### src/rtl/fwp_pkg.sv
package fwp_pkg;

    typedef enum logic [1:0] {
        ST_IDLE  = 2'd0,
        ST_ISSUE = 2'd1,
        ST_WAIT  = 2'd2
    } fwp_state_e;

    localparam logic [1:0] OPK_WORD   = 2'd0;
    localparam logic [1:0] OPK_SECTOR = 2'd1;

    localparam logic MODE_TOGGLE = 1'b0;
    localparam logic MODE_LEVEL  = 1'b1;

endpackage

### src/rtl/fwp_limit_sel.sv
module fwp_limit_sel
    import fwp_pkg::*;
#(
    parameter int TW          = 24,
    parameter int PROG_LIMIT  = 3200,
    parameter int ERASE_LIMIT = 3200000,
    parameter int CHIP_LIMIT  = 12800000
) (
    input  logic [1:0]    op_i,
    output logic [TW-1:0] limit_o
);

    always_comb begin
        unique case (op_i)
            OPK_WORD:   limit_o = TW'(PROG_LIMIT);
            OPK_SECTOR: limit_o = TW'(ERASE_LIMIT);
            default:    limit_o = TW'(CHIP_LIMIT);
        endcase
    end

endmodule

### src/rtl/fwp_timer.sv
module fwp_timer #(
    parameter int TW = 24
) (
    input  logic          clk,
    input  logic          rst_n,
    input  logic          clear_i,
    input  logic          run_i,
    input  logic [TW-1:0] limit_i,
    output logic          expired_o
);

    logic [TW-1:0] cnt_d, cnt_q;

    always_comb begin
        cnt_d = cnt_q;
        if (clear_i) begin
            cnt_d = '0;
        end else if (run_i) begin
            cnt_d = cnt_q + TW'(1);
        end
    end

    always_ff @(posedge clk or negedge rst_n) begin
        if (!rst_n) begin
            cnt_q <= '0;
        end else begin
            cnt_q <= cnt_d;
        end
    end

    assign expired_o = run_i && (cnt_q == limit_i - TW'(1));

    // a running poll never has more elapsed cycles than its limit allows
    p_window_bound_r8: assert property (@(posedge clk) disable iff (!rst_n)
        run_i |-> (cnt_q < limit_i));

endmodule

### src/rtl/fwp_judge.sv
module fwp_judge #(
    parameter int CONFIRM = 2
) (
    input  logic clk,
    input  logic rst_n,
    input  logic clear_i,
    input  logic fire_i,
    input  logic tog_i,
    input  logic lvl_i,
    input  logic mode_i,
    input  logic exp_bit_i,
    output logic settle_o
);

    localparam int TARGET = CONFIRM + 1;
    localparam int RW     = $clog2(TARGET + 1);

    typedef struct packed {
        logic          prev;
        logic          have_prev;
        logic [RW-1:0] run;
    } judge_t;

    judge_t j_d, j_q;
    logic   quiet;

    always_comb begin
        j_d      = j_q;
        quiet    = 1'b0;
        settle_o = 1'b0;
        if (clear_i) begin
            j_d = '0;
        end else if (fire_i) begin
            if (mode_i) begin
                quiet = (lvl_i == exp_bit_i);
            end else begin
                quiet = j_q.have_prev && (tog_i == j_q.prev);
            end
            if (quiet) begin
                if (j_q.run == RW'(TARGET - 1)) begin
                    settle_o = 1'b1;
                    j_d.run  = '0;
                end else begin
                    j_d.run = j_q.run + RW'(1);
                end
            end else begin
                j_d.run = '0;
            end
            j_d.prev      = tog_i;
            j_d.have_prev = 1'b1;
        end
    end

    always_ff @(posedge clk or negedge rst_n) begin
        if (!rst_n) begin
            j_q <= '0;
        end else begin
            j_q <= j_d;
        end
    end

    // the quiet run never reaches the target without being consumed
    p_run_bound_r6: assert property (@(posedge clk) disable iff (!rst_n)
        j_q.run < RW'(TARGET));

    // without a recorded baseline the toggle method can never settle
    p_baseline_r4: assert property (@(posedge clk) disable iff (!rst_n)
        (!mode_i && !j_q.have_prev) |-> !settle_o);

endmodule

### src/rtl/flash_done_poller.sv
module flash_done_poller
    import fwp_pkg::*;
#(
    parameter int AW          = 20,
    parameter int DW          = 16,
    parameter int TOG_BIT     = 6,
    parameter int LVL_BIT     = 7,
    parameter int CONFIRM     = 2,
    parameter int PROG_LIMIT  = 3200,
    parameter int ERASE_LIMIT = 3200000,
    parameter int CHIP_LIMIT  = 12800000
) (
    input  logic          clk,
    input  logic          rst_n,
    input  logic          start_i,
    input  logic [AW-1:0] start_addr_i,
    input  logic [1:0]    start_op_i,
    input  logic          start_mode_i,
    input  logic          start_expect_i,
    output logic          rd_req_o,
    output logic [AW-1:0] rd_addr_o,
    input  logic          rd_rdy_i,
    input  logic          rd_rsp_vld_i,
    input  logic [DW-1:0] rd_rsp_data_i,
    output logic          busy_o,
    output logic          done_o,
    output logic          timeout_o
);

    localparam int LIM_PE  = (PROG_LIMIT > ERASE_LIMIT) ? PROG_LIMIT : ERASE_LIMIT;
    localparam int LIM_MAX = (LIM_PE > CHIP_LIMIT) ? LIM_PE : CHIP_LIMIT;
    localparam int TW      = $clog2(LIM_MAX + 1);

    typedef struct packed {
        fwp_state_e    state;
        logic [AW-1:0] addr;
        logic [1:0]    op;
        logic          mode;
        logic          exp_bit;
        logic          done;
        logic          timeout;
    } core_t;

    core_t         c_d, c_q;
    logic          start_ok;
    logic          rsp_fire;
    logic          settle;
    logic          expired;
    logic [TW-1:0] limit;
    logic          unused_data;

    assign unused_data = ^rd_rsp_data_i;
    assign start_ok    = start_i && (c_q.state == ST_IDLE);
    assign rsp_fire    = (c_q.state == ST_WAIT) && rd_rsp_vld_i;

    fwp_limit_sel #(
        .TW          (TW),
        .PROG_LIMIT  (PROG_LIMIT),
        .ERASE_LIMIT (ERASE_LIMIT),
        .CHIP_LIMIT  (CHIP_LIMIT)
    ) u_lim (
        .op_i    (c_q.op),
        .limit_o (limit)
    );

    fwp_timer #(
        .TW (TW)
    ) u_tmr (
        .clk       (clk),
        .rst_n     (rst_n),
        .clear_i   (start_ok),
        .run_i     (c_q.state != ST_IDLE),
        .limit_i   (limit),
        .expired_o (expired)
    );

    fwp_judge #(
        .CONFIRM (CONFIRM)
    ) u_jdg (
        .clk       (clk),
        .rst_n     (rst_n),
        .clear_i   (start_ok),
        .fire_i    (rsp_fire),
        .tog_i     (rd_rsp_data_i[TOG_BIT]),
        .lvl_i     (rd_rsp_data_i[LVL_BIT]),
        .mode_i    (c_q.mode),
        .exp_bit_i (c_q.exp_bit),
        .settle_o  (settle)
    );

    always_comb begin
        c_d      = c_q;
        c_d.done = 1'b0;
        unique case (c_q.state)
            ST_IDLE: begin
                if (start_i) begin
                    c_d.state   = ST_ISSUE;
                    c_d.addr    = start_addr_i;
                    c_d.op      = start_op_i;
                    c_d.mode    = start_mode_i;
                    c_d.exp_bit = start_expect_i;
                    c_d.timeout = 1'b0;
                end
            end
            ST_ISSUE: begin
                if (expired) begin
                    c_d.state   = ST_IDLE;
                    c_d.timeout = 1'b1;
                end else if (rd_rdy_i) begin
                    c_d.state = ST_WAIT;
                end
            end
            ST_WAIT: begin
                if (expired) begin
                    c_d.state   = ST_IDLE;
                    c_d.timeout = 1'b1;
                end else if (rd_rsp_vld_i) begin
                    if (settle) begin
                        c_d.state = ST_IDLE;
                        c_d.done  = 1'b1;
                    end else begin
                        c_d.state = ST_ISSUE;
                    end
                end
            end
            default: begin
                c_d.state = ST_IDLE;
            end
        endcase
    end

    always_ff @(posedge clk or negedge rst_n) begin
        if (!rst_n) begin
            c_q <= '0;
        end else begin
            c_q <= c_d;
        end
    end

    assign rd_req_o  = (c_q.state == ST_ISSUE);
    assign rd_addr_o = c_q.addr;
    assign busy_o    = (c_q.state != ST_IDLE);
    assign done_o    = c_q.done;
    assign timeout_o = c_q.timeout;

    // a request that is not accepted stays up with the same address
    p_req_hold_r3: assert property (@(posedge clk) disable iff (!rst_n)
        (rd_req_o && !rd_rdy_i && !expired) |=> (rd_req_o && $stable(rd_addr_o)));

    // an accepted request is followed by a wait, not a second request
    p_one_inflight_r3: assert property (@(posedge clk) disable iff (!rst_n)
        (rd_req_o && rd_rdy_i) |=> !rd_req_o);

    // an idle start makes the block busy with the flag cleared
    p_start_busy_r2: assert property (@(posedge clk) disable iff (!rst_n)
        (start_i && !busy_o) |=> (busy_o && !timeout_o));

    // completion is a single pulse that coincides with the idle state
    p_done_pulse_r6: assert property (@(posedge clk) disable iff (!rst_n)
        done_o |=> !done_o);
    p_done_idle_r6: assert property (@(posedge clk) disable iff (!rst_n)
        done_o |-> !busy_o);
    p_done_after_rsp_r6: assert property (@(posedge clk) disable iff (!rst_n)
        done_o |-> $past(rd_rsp_vld_i));

    // a timed-out poll never also reports completion
    p_done_excl_r8: assert property (@(posedge clk) disable iff (!rst_n)
        timeout_o |-> !done_o);

    // the flag holds until a start clears it
    p_sticky_r9: assert property (@(posedge clk) disable iff (!rst_n)
        (timeout_o && !start_i) |=> timeout_o);

    // a start while busy leaves the polled address alone
    p_addr_hold_r10: assert property (@(posedge clk) disable iff (!rst_n)
        (busy_o && start_i) |=> $stable(rd_addr_o));

endmodule

### config.mk
export PLATFORM = sky130hd
export DESIGN_NAME = flash_done_poller
export DESIGN_NICKNAME = d
export VERILOG_FILES = /design/src/rtl/fwp_pkg.sv /design/src/rtl/fwp_limit_sel.sv /design/src/rtl/fwp_timer.sv /design/src/rtl/fwp_judge.sv /design/src/rtl/flash_done_poller.sv
export SDC_FILE = /design/constraint.sdc
export NUM_CORES = 1
export LEC_CHECK = 0
export ABC_CLOCK_PERIOD_IN_PS = 2650
export BUFFER_PORTS_ARGS = -buffer_cell sky130_fd_sc_hd__buf_2
export CORE_AREA = 2 2 76 78
export DETAILED_ROUTE_END_ITERATION = 6
export DIE_AREA = 0 0 78 80
export PLACE_DENSITY = 0.77
export SKIP_LAST_GASP = 1
export SYNTH_ARGS = -nofsm -noshare
export SYNTH_HDL_FRONTEND = slang
export SYNTH_SLANG_ARGS = --single-unit
### constraint.sdc
create_clock -name clk -period 2.65 [get_ports clk]
set_input_delay 0.1325 -clock clk [delete_from_list [all_inputs] [get_ports clk]]
set_output_delay 0.1325 -clock clk [all_outputs]
set_load 0.01 [all_outputs]
; Word-level counts from Yosys, hierarchy flattened
; Cells that the tools add are included.
[totals]
mem_bits_rw = 0
register_bits = 56
input_bits = 45
n_memories = 0
output_inout_bits = 24
latchBits = 0
mem_bits_ro = 0
elab_cells = 67
[op_classes]
mux = 28
shifts = 0
n_mul = 0
eq_ne = 11
n_bitwise = 0
n_addsub = 3
div = 0
n_reduce_logical = 14
n_lt_le_gt_ge = 0
[ops]
columns = operator, count
row1 = 24-bit two-way mux, 2
row2 = 24-bit one-hot mux with 2 select lines, 1
row3 = 26-bit two-way mux, 1
row4 = 24-bit by 1-bit adder with 24-bit output (second input constant), 1
row5 = 24-bit equality test, 1
row6 = 24-bit by 1-bit subtractor with 24-bit output (second input constant), 1
row7 = 1-bit two-way mux, 14
row8 = 2-bit two-way mux, 6
row9 = 4-bit two-way mux, 2
row10 = 2-bit nonzero test, 4
row11 = 2-bit one-hot mux with 3 select lines, 1
row12 = 3-bit AND reduction, 2
row13 = 2-bit by 1-bit equality test with 1-bit output (second input constant), 2
row14 = 2-bit equality test (second input constant), 2
row15 = 1-bit logical AND, 4
row16 = 2-bit logical NOT, 2
row17 = 3-bit by 1-bit inequality test with 1-bit output (second input constant), 1
row18 = 3-bit inequality test (second input constant), 1
row19 = 2-bit by 1-bit adder with 2-bit output (second input constant), 1
row20 = 1-bit equality test, 2
row21 = 2-bit by 1-bit inequality test with 1-bit output (second input constant), 1
row22 = 2-bit inequality test (second input constant), 1
row23 = 1-bit one-hot mux with 2 select lines, 1
row24 = 2-bit AND reduction, 1
row25 = 2-bit OR reduction, 1

; Longest topological paths before layout
; Gate-level depths: netlist of run 1.
[logic_depth]
word_depth = 12
mapped_depth = 8
depth_no_buf = 7

; Modules after synthesis
; Synthesis of run 1 repeated with hierarchy kept, for this count alone.
[hier_totals]
cells_unflattened = 378
hier_area_um2 = 3748.6
[modules_own_cells]
columns = mod, cells_per_inst, area_per_inst_um2, seq_area_each_um2, n_inst
row1 = fwp_timer, 234, 2009.4, 600.6, 1
row2 = flash_done_poller, 100, 1361.3, 700.7, 1
row3 = fwp_judge, 19, 207.7, 100.1, 1
row4 = fwp_limit_sel, 25, 170.2, 0.0, 1

; Worst setup path after synthesis of run 1
; OpenSTA, ideal clock, no wires.
[synth_path]
kind = reg-to-reg
start = reg c_q[26] (netlist bit)
end = reg u_tmr.cnt_q[20]
t_arrival_ns = 1.969
synth_period_minus_slack_ns = 2.103
path_stages_with_launch = 9
path_buffers = 1
slack_ns = 0.547
required_ns = 2.516
setup_ns = 0.134
cell_sequence = dfrtp_1 inv_1 ha_1 nand4b_1 or4_4 or2_0 buf_6 o311ai_4 o41ai_2
[synth_via]
elab_chain_cells = 3
elab_cells_between_ends = 5
cone_classes = 1 x mux / 4 x reduce/logical
[synth_rtl]
columns = element, line
row1 = "start, declared", flash_done_poller.sv:44  ; core_t c_d, c_q;
row2 = "start signal, assigned", flash_done_poller.sv:134  ; c_q <= '0;
row3 = "start signal, assigned", flash_done_poller.sv:136  ; c_q <= c_d;
row4 = 2-bit logical NOT, flash_done_poller.sv:53  ; assign start_ok = start_i && (c_q.state == ST_IDLE);
row5 = 1-bit logical AND, flash_done_poller.sv:53
row6 = 24-bit two-way mux or 2-bit nonzero test (tied branches), --
row7 = "end signal, assigned", fwp_timer.sv:27  ; cnt_q <= cnt_d;
row8 = "end, declared", fwp_timer.sv:12  ; logic [TW-1:0] cnt_d, cnt_q;
; Several ways; a longest one is shown, not always the timed one.
; A chain may end at the register's enable or synchronous reset.

; Worst setup path after layout of run 1
; Ends and elaborated chain as after synthesis.

==> results by group, run 1 <==
Synthesis
  – Most common cell in the synthesized netlist: dfrtp_1
  – Commonest cells post-synth: dfrtp_1 (56), nand2_1 (28), mux2_2 (24)
  – Area leader, netlist: dfrtp_1
  – Area share of the largest cell type after synthesis: 50.43%
  – Synthesized area: 2779 sq um
  – Yosys warns: 0
  – Post-synth ARST share: 100.0%
  – Number of enable flip-flop cells after synthesis: 0
  – Synthesized net count: 305
  – Synth area leaders: dfrtp_1 (50%), mux2_2 (9.7%), buf_4 (5.4%)
  – Syn Inst Count: 255
  – Most used DFF post-synth: dfrtp_1
  – Syn avg cell area: 10.90 sq um
  – Sequential fraction of the synthesis area: 50.43%
  – Number of synthesized register bits: 56
  – Cell variety after synth: 43

Power
  – Maximum VDD drop: 0.0006105 V
  – PwrDens: 839.6 nW/um^2
  – Leak: 0.001423 uW

Drt
  – DR vias: 1994
  – Routed len/inst: 13.69 um
  – Drt pass-1 iters: 5
  – Antenna viol nets, final: 0
  – Vias/cell: 5.404
  – Detailed Route WL: 5052 um
  – Detailed router's first-iteration violation count: 110
  – DRC Markers: 0

Timing
  – Fin Setup TNS: 0 ns
  – Slew Limit Fails: 0
  – Tcrit/Tclk final: 86.82%
  – Max frequency: 434.7 MHz
  – # setup viols final: 0
  – RSZ-0062 raised after global routing: false
  – Final Skew: 0.007664 ns
  – Worst-margin pin slew: 0.7330 ns
  – Final min period: 2.301 ns
  – Max_slew headroom: 51.01%
  – Fin. Hold Viols: 0
  – Final worst slack: 0.3494 ns
  – WHS: 0.02664 ns

Worst hold path
  – Hold Crit Class: in -> reg
  – Hold path start: start_i

GRT
  – Vias in the first global route: 2015
  – Overflow after GRT: 0
  – GR Util All Layers: 18.11%
  – First-pass GRT wire length: 8880 um
  – Largest net degree at the start of global routing: 31
  – Initial antenna violation count: 0

CTS
  – CTS resizes: 0
  – Clk Latency, worst-skew pair: 0.31 ns
  – Clk buf depth: 2
  – H-tree depth: 2
  – CTS Root Cell: clkbuf_8
  – Sink Count: 56
  – Clock Pin Slew Worst Setup and Hold Paths: 0.10 ns
  – TritonCTS clock tree: built
  – Clock buffer count from CTS: 5

Floorplan
  – DIE HEIGHT: 80 um
  – Site Rows: 27
  – Width of the die: 78 um
  – Starting density of the core: 51.41%
  – Ports: 69
  – Placeable Area: 5405 sq um
  – Full die area: 6240 sq um

Setup path
  – Slowest Stage Delay on Critical Path: 0.48 ns
  – CP Launch Point: c_q[26]
  – CP Data Arrival Time: 2.49 ns
  – Setup CP Type: reg -> reg
  – Peak fanout along the critical path: 8
  – Endpoint type of the worst setup path: flop
  – Setup crit start kind: flop
  – Flop-to-flop setup slack: 0.35 ns
  – CP Capture Point: u_tmr.cnt_q[20]
  – R2r startpoint: c_q[26]
  – CP cell instances: inv_1, ha_1, nand4b_1, or4_4, or2_0, o311ai_4, o41ai_2
  – RR Endpoint: u_tmr.cnt_q[20]
  – Worst reg2reg path depth: 7
  – CP max stage cell: or4_4
  – CP Data Required Time: 2.84 ns

Placement
  – Placement Setup Slack: 0.3641 ns
  – I/O Buffers: 54
  – RD Place Congestion: 0.8213
  – Dpl hpwl: 3772 um

Cells and area
  – # nets final: 346
  – Ant. Diodes: 0
  – Share of cells above drive strength 1: 32.66%
  – Synthesis-to-layout area growth: 11.57%

Run
  – Maxcap violations: 0

Outcome
  – Outcome: finished, final reports clean
==> where the power goes <==
part	leakage [uW]	switching (uW)	internal, uW
clock	0.0000445	270	213
sequential	0.000723	135	1090
combinational	0.000656	457	443
total	0.00142	861	1740
==> flip-flops by register name, indices dropped and copies added (netlist names) <==
signal	cells
c_q	6
done_o	1
rd_addr_o	20
timeout_o	1
u_jdg.j_q	4
u_tmr.cnt_q	24
==> final cells by class <==
cell class / instances / area, sq um
Clock inverter: 1 / 7.507
Fill cell: 478 / 2305
Clock buffer: 7 / 86.33
Sequential cell: 56 / 1401
Timing Repair Buffer: 60 / 317.8
Multi-Input combinational cell: 168 / 1179
Tap cell: 72 / 90.09
Inverter: 5 / 18.77
==> worst max-delay path, delay by kind of cell, from the launching register on <==
family                   cells  cell delay (ns)
adder cells (fa/ha/maj)      1             0.21
flip-flops                   1             0.38
AND/OR/NAND/NOR              3             1.11
AO/OA/AOI/OAI                2             0.41
buffers and inverters        1             0.09
==> stage by stage <==
stage	utilization (%)	std cells	instance area [sq um]	power (uW)
5_1_grt	57.36	369	3100	2794
3_5_place_dp	55.44	360	2997	2150
6_report	57.36	369	3100	2603
3_3_place_gp	55.44	360	2997	2104
4_1_cts	57.36	369	3100	2637
2_1_floorplan	-	255	2779	2028
==> repair_timing <==
item	in CTS	in global routing
endpoints found under the hold margin	56	0
hold buffers	1	0
setup endpoints to repair	0	0
buffers inserted	0	0
==> placed cells by master (no fill, tap or decap), types with 6 or more instances in the layout <==
cell	Yosys	final
a21oi_1	6	6
buf_2	0	54
clkbuf_8	0	6
dfrtp_1	56	56
mux2_2	24	24
mux2i_1	7	7
nand2_1	28	28
nand3_1	13	13
nor2_1	14	14
o21ai_0	15	15
o31ai_1	7	7
==> worst min-delay path by stage <==
stage	slack, ns	to	cells after the start
2_1_floorplan	-0.16	c_q[26]	0
3_3_place_gp	0.16	rd_addr_o[0]	2
4_1_cts	0.01	u_tmr.cnt_q[1]	2
6_report	0.03	u_tmr.cnt_q[1]	2
3_5_place_dp	0.17	c_q[2]	2
5_1_grt	0.01	u_tmr.cnt_q[1]	2
==> layer usage <==
layer / GRT usage [%] / vias up / part of all wire, %
li1: - / 985 / -
met1: 21.80 / 961 / 45
met2: 31.38 / 40 / 49
met3: 3.846 / 8 / 3.6
met4: 7.895 / 0 / 1.8
met5: 0 / - / 0
==> cells by family (layout without fill, tap and decap cells) <==
| family | Yosys count | in the layout | synth area share [%] |
|---|---|---|---|
| xor gates and xnor gates | 2 | 2 | 0.6305 |
| muxes | 31 | 31 | 12.25 |
| and+or+nand+nor | 85 | 85 | 15.71 |
| DFF | 56 | 56 | 50.43 |
| AOI/OAI and AO/OA | 45 | 45 | 11.57 |
| buffers and inverters | 31 | 73 | 7.159 |
| adders and majority gates | 5 | 5 | 2.251 |
Note: power is estimated with default switching activity, not from simulation.
==> run 2: changes to the inputs <==
--- a/config.mk
+++ b/config.mk
@@ -7,11 +7,12 @@
 export LEC_CHECK = 0
 export ABC_CLOCK_PERIOD_IN_PS = 2650
 export BUFFER_PORTS_ARGS = -buffer_cell sky130_fd_sc_hd__buf_2
-export CORE_AREA = 2 2 76 78
+export CORE_AREA = 2 2 86 88
 export DETAILED_ROUTE_END_ITERATION = 6
-export DIE_AREA = 0 0 78 80
-export PLACE_DENSITY = 0.77
+export DIE_AREA = 0 0 88 90
+export PLACE_DENSITY_LB_ADDON = 0.1
 export SKIP_LAST_GASP = 1
 export SYNTH_ARGS = -nofsm -noshare
 export SYNTH_HDL_FRONTEND = slang
+export SYNTH_HIERARCHICAL = 1
 export SYNTH_SLANG_ARGS = --single-unit
==> run 2 against run 1 <==
The flow now finishes with violations (setup timing). Clock power barely moved. Highest routed layer unchanged. Synthesized cell count up 48%. Largest power group is now combinational cells. Maximum frequency is 31% lower. Non-clock buffer count up 49. Critical path type unchanged. Worst setup slack worse by 1.1 ns.
==> results by group, run 2 <==
Setup path
  – Endpoint type of the worst setup path: flop
  – Worst reg2reg path depth: 13
  – Setup crit start kind: flop
  – Setup CP Type: reg -> reg
  – CP Capture Point: c_q[26]
  – R2r startpoint: c_q[5]
  – RR Endpoint: c_q[26]
  – CP Data Required Time: 2.85 ns
  – CP Launch Point: c_q[5]
  – CP Data Arrival Time: 3.56 ns
  – Peak fanout along the critical path: 5
  – Flop-to-flop setup slack: -0.71 ns

CTS
  – Sink Count: 56
  – Clock Pin Slew Worst Setup and Hold Paths: 0.11 ns
  – Clock buffer count from CTS: 5
  – CTS Root Cell: clkbuf_8
  – TritonCTS clock tree: built
  – H-tree depth: 2
  – Clk Latency, worst-skew pair: 0.31 ns
  – Clk buf depth: 2

Outcome
  – Outcome: complete, but fails checks
  – Violated checks: setup timing

Placement
  – Dpl hpwl: 5743 um
  – Placed insts: 539
  – Placement Setup Slack: -0.8626 ns
  – RD Place Congestion: 0.9252
  – I/O Buffers: 54

Power
  – Maximum VDD drop: 0.0004719 V
  – PwrDens: 811.7 nW/um^2
  – Tot Pwr: 3657 uW
  – Leak: 0.002075 uW

Synthesis
  – Number of synthesized register bits: 56
  – Post-synth ARST share: 100.0%
  – Cell variety after synth: 63
  – Commonest cells post-synth: dfrtp_1 (56), buf_4 (39), nor2_1 (38)
  – Sequential fraction of the synthesis area: 37.38%
  – Yosys warns: 6
  – Synth area leaders: dfrtp_1 (37%), buf_4 (7.8%), xnor2_1 (7.7%)
  – Area share of the largest cell type after synthesis: 37.38%
  – Most common cell in the synthesized netlist: dfrtp_1
  – Syn avg cell area: 9.917 sq um
  – Synthesized area: 3749 sq um
  – Area leader, netlist: dfrtp_1
  – Most used DFF post-synth: dfrtp_1
  – Syn Inst Count: 378
  – Number of enable flip-flop cells after synthesis: 0

Worst hold path
  – Hold Crit Class: in -> reg

GRT
  – Initial antenna violation count: 0
  – GR Util All Layers: 20.18%
  – Largest net degree at the start of global routing: 27
  – First-pass GRT wire length: 12860 um
  – Overflow after GRT: 0
  – Vias in the first global route: 2819

Timing
  – Final Skew: 0.01263 ns
  – Worst-margin pin slew: 0.4717 ns
  – Max_slew headroom: 67.74%
  – RSZ-0062 raised after global routing: true
  – Max frequency: 297.8 MHz
  – Final worst slack: -0.7081 ns
  – Fin. Hold Viols: 0
  – Final min period: 3.358 ns
  – # setup viols final: 4
  – Fin Setup TNS: -2.328 ns
  – Tcrit/Tclk final: 126.7%
  – Slew Limit Fails: 0

Cells and area
  – # nets final: 511
  – Biggest register: u_tmr/cnt_q
  – Ant. Diodes: 0
  – Post-layout util: 64.18%
  – Share of cells above drive strength 1: 39.00%
  – Cell Count, Final, Fillers Out: 558
  – Commonest non-fill, non-tap cell in the layout: dfrtp_1
  – Most frequent cells in the layout: dfrtp_1 (55), buf_2 (54), buf_4 (48)
  – Max reg flops: 24
  – Synthesis-to-layout area growth: 20.19%

Drt
  – Vias/cell: 5.154
  – Detailed Route WL: 7624 um
  – DR vias: 2876
  – Routed len/inst: 13.66 um
  – Antenna viol nets, final: 0
  – Detailed router's first-iteration violation count: 94
  – DRC Markers: 0
  – Drt pass-1 iters: 4

Floorplan
  – Placeable Area: 7020 sq um
  – Starting density of the core: 53.40%
  – Full die area: 7920 sq um
  – Ports: 69
  – DIE HEIGHT: 90 um
  – Width of the die: 88 um
  – Site Rows: 31

Run
  – Maxcap violations: 0
## run 2: worst min path at each step
stage	startpoint	endpoint	slack, ns	cells after the start
after floorplan	rst_n	c_q[26]	-0.16	0
after global placement	rst_n	rd_addr_o[12]	0.08	1
after detailed placement	rst_n	rd_addr_o[12]	0.09	1
after CTS	start_addr_i[7]	rd_addr_o[7]	0.03	2
after global routing	start_addr_i[8]	rd_addr_o[8]	0.03	2
final	start_addr_i[10]	rd_addr_o[10]	0.04	2
## run 2: per-layer routing
layer	GRT usage, %	vias up	part of all wire (%)	routed length, um
li1	-	1427	-	-
met1	27.71	1380	46	3506
met2	33.02	61	49	3761
met3	2.847	8	3.7	281
met4	5.769	0	0.97	74
met5	0	-	0	0
## run 2: kinds of logic (layout without fill, tap and decap cells)
kind of cell    Yosys count  after routing  share of synthesized area, %
compound gates           30             30                         5.808
xor+xnor                 55             55                         12.85
fa+ha+maj                 8              8                         2.670
buf+inv                  59            129                         10.21
flops                    56             56                         37.38
mux                      30             30                         8.879
other cells               1             12                        0.1000
simple gates            139            139                         22.10
## run 2: what timing repair did
action / CTS / global route
gates cloned: 0 / 0
setup endpoints to repair: 4 / 4
pin swaps: 10 / 7
buffers inserted: 7 / 3
resized for setup: 15 / 13
hold endpoints to repair: 17 / 0
hold buffers: 1 / 0
## run 2: stage by stage
step | cell area, sq um | hold WS [ns]
global route | 4506 | 0.02800
detailed placement | 4193 | 0.08829
global placement | 4193 | 0.07823
CTS | 4405 | 0.03316
floorplan | 3815 | -0.1631
finish | 4506 | 0.03953
## run 2: report_power, final
part	internal (uW)	switching, uW
clock network	193	289
logic	1000	947
registers	1100	129
total	2290	1370
## run 2: layout make-up
class                      count  area [sq um]
timing repair buffer         109         708.2
clock buffer                   5         68.82
multi-input combinational    274          2131
clock inverter                 3         26.28
inverter                      12         45.04
tap                           99         123.9
sequential                    56          1403
fill                         576          2515
## run 2: worst max-delay path, cell delays in order, from the launching register on
cell and delay [ns]:
dfrtp_2 0.45, buf_6 0.13, buf_6 0.11, or4_4 0.49
or3_4 0.37, buf_4 0.15, nor3_2 0.12, xnor2_1 0.08
or4_4 0.43, nor4_4 0.16, buf_6 0.17, nor2b_4 0.04
a211oi_2 0.22, mux2_1 0.34
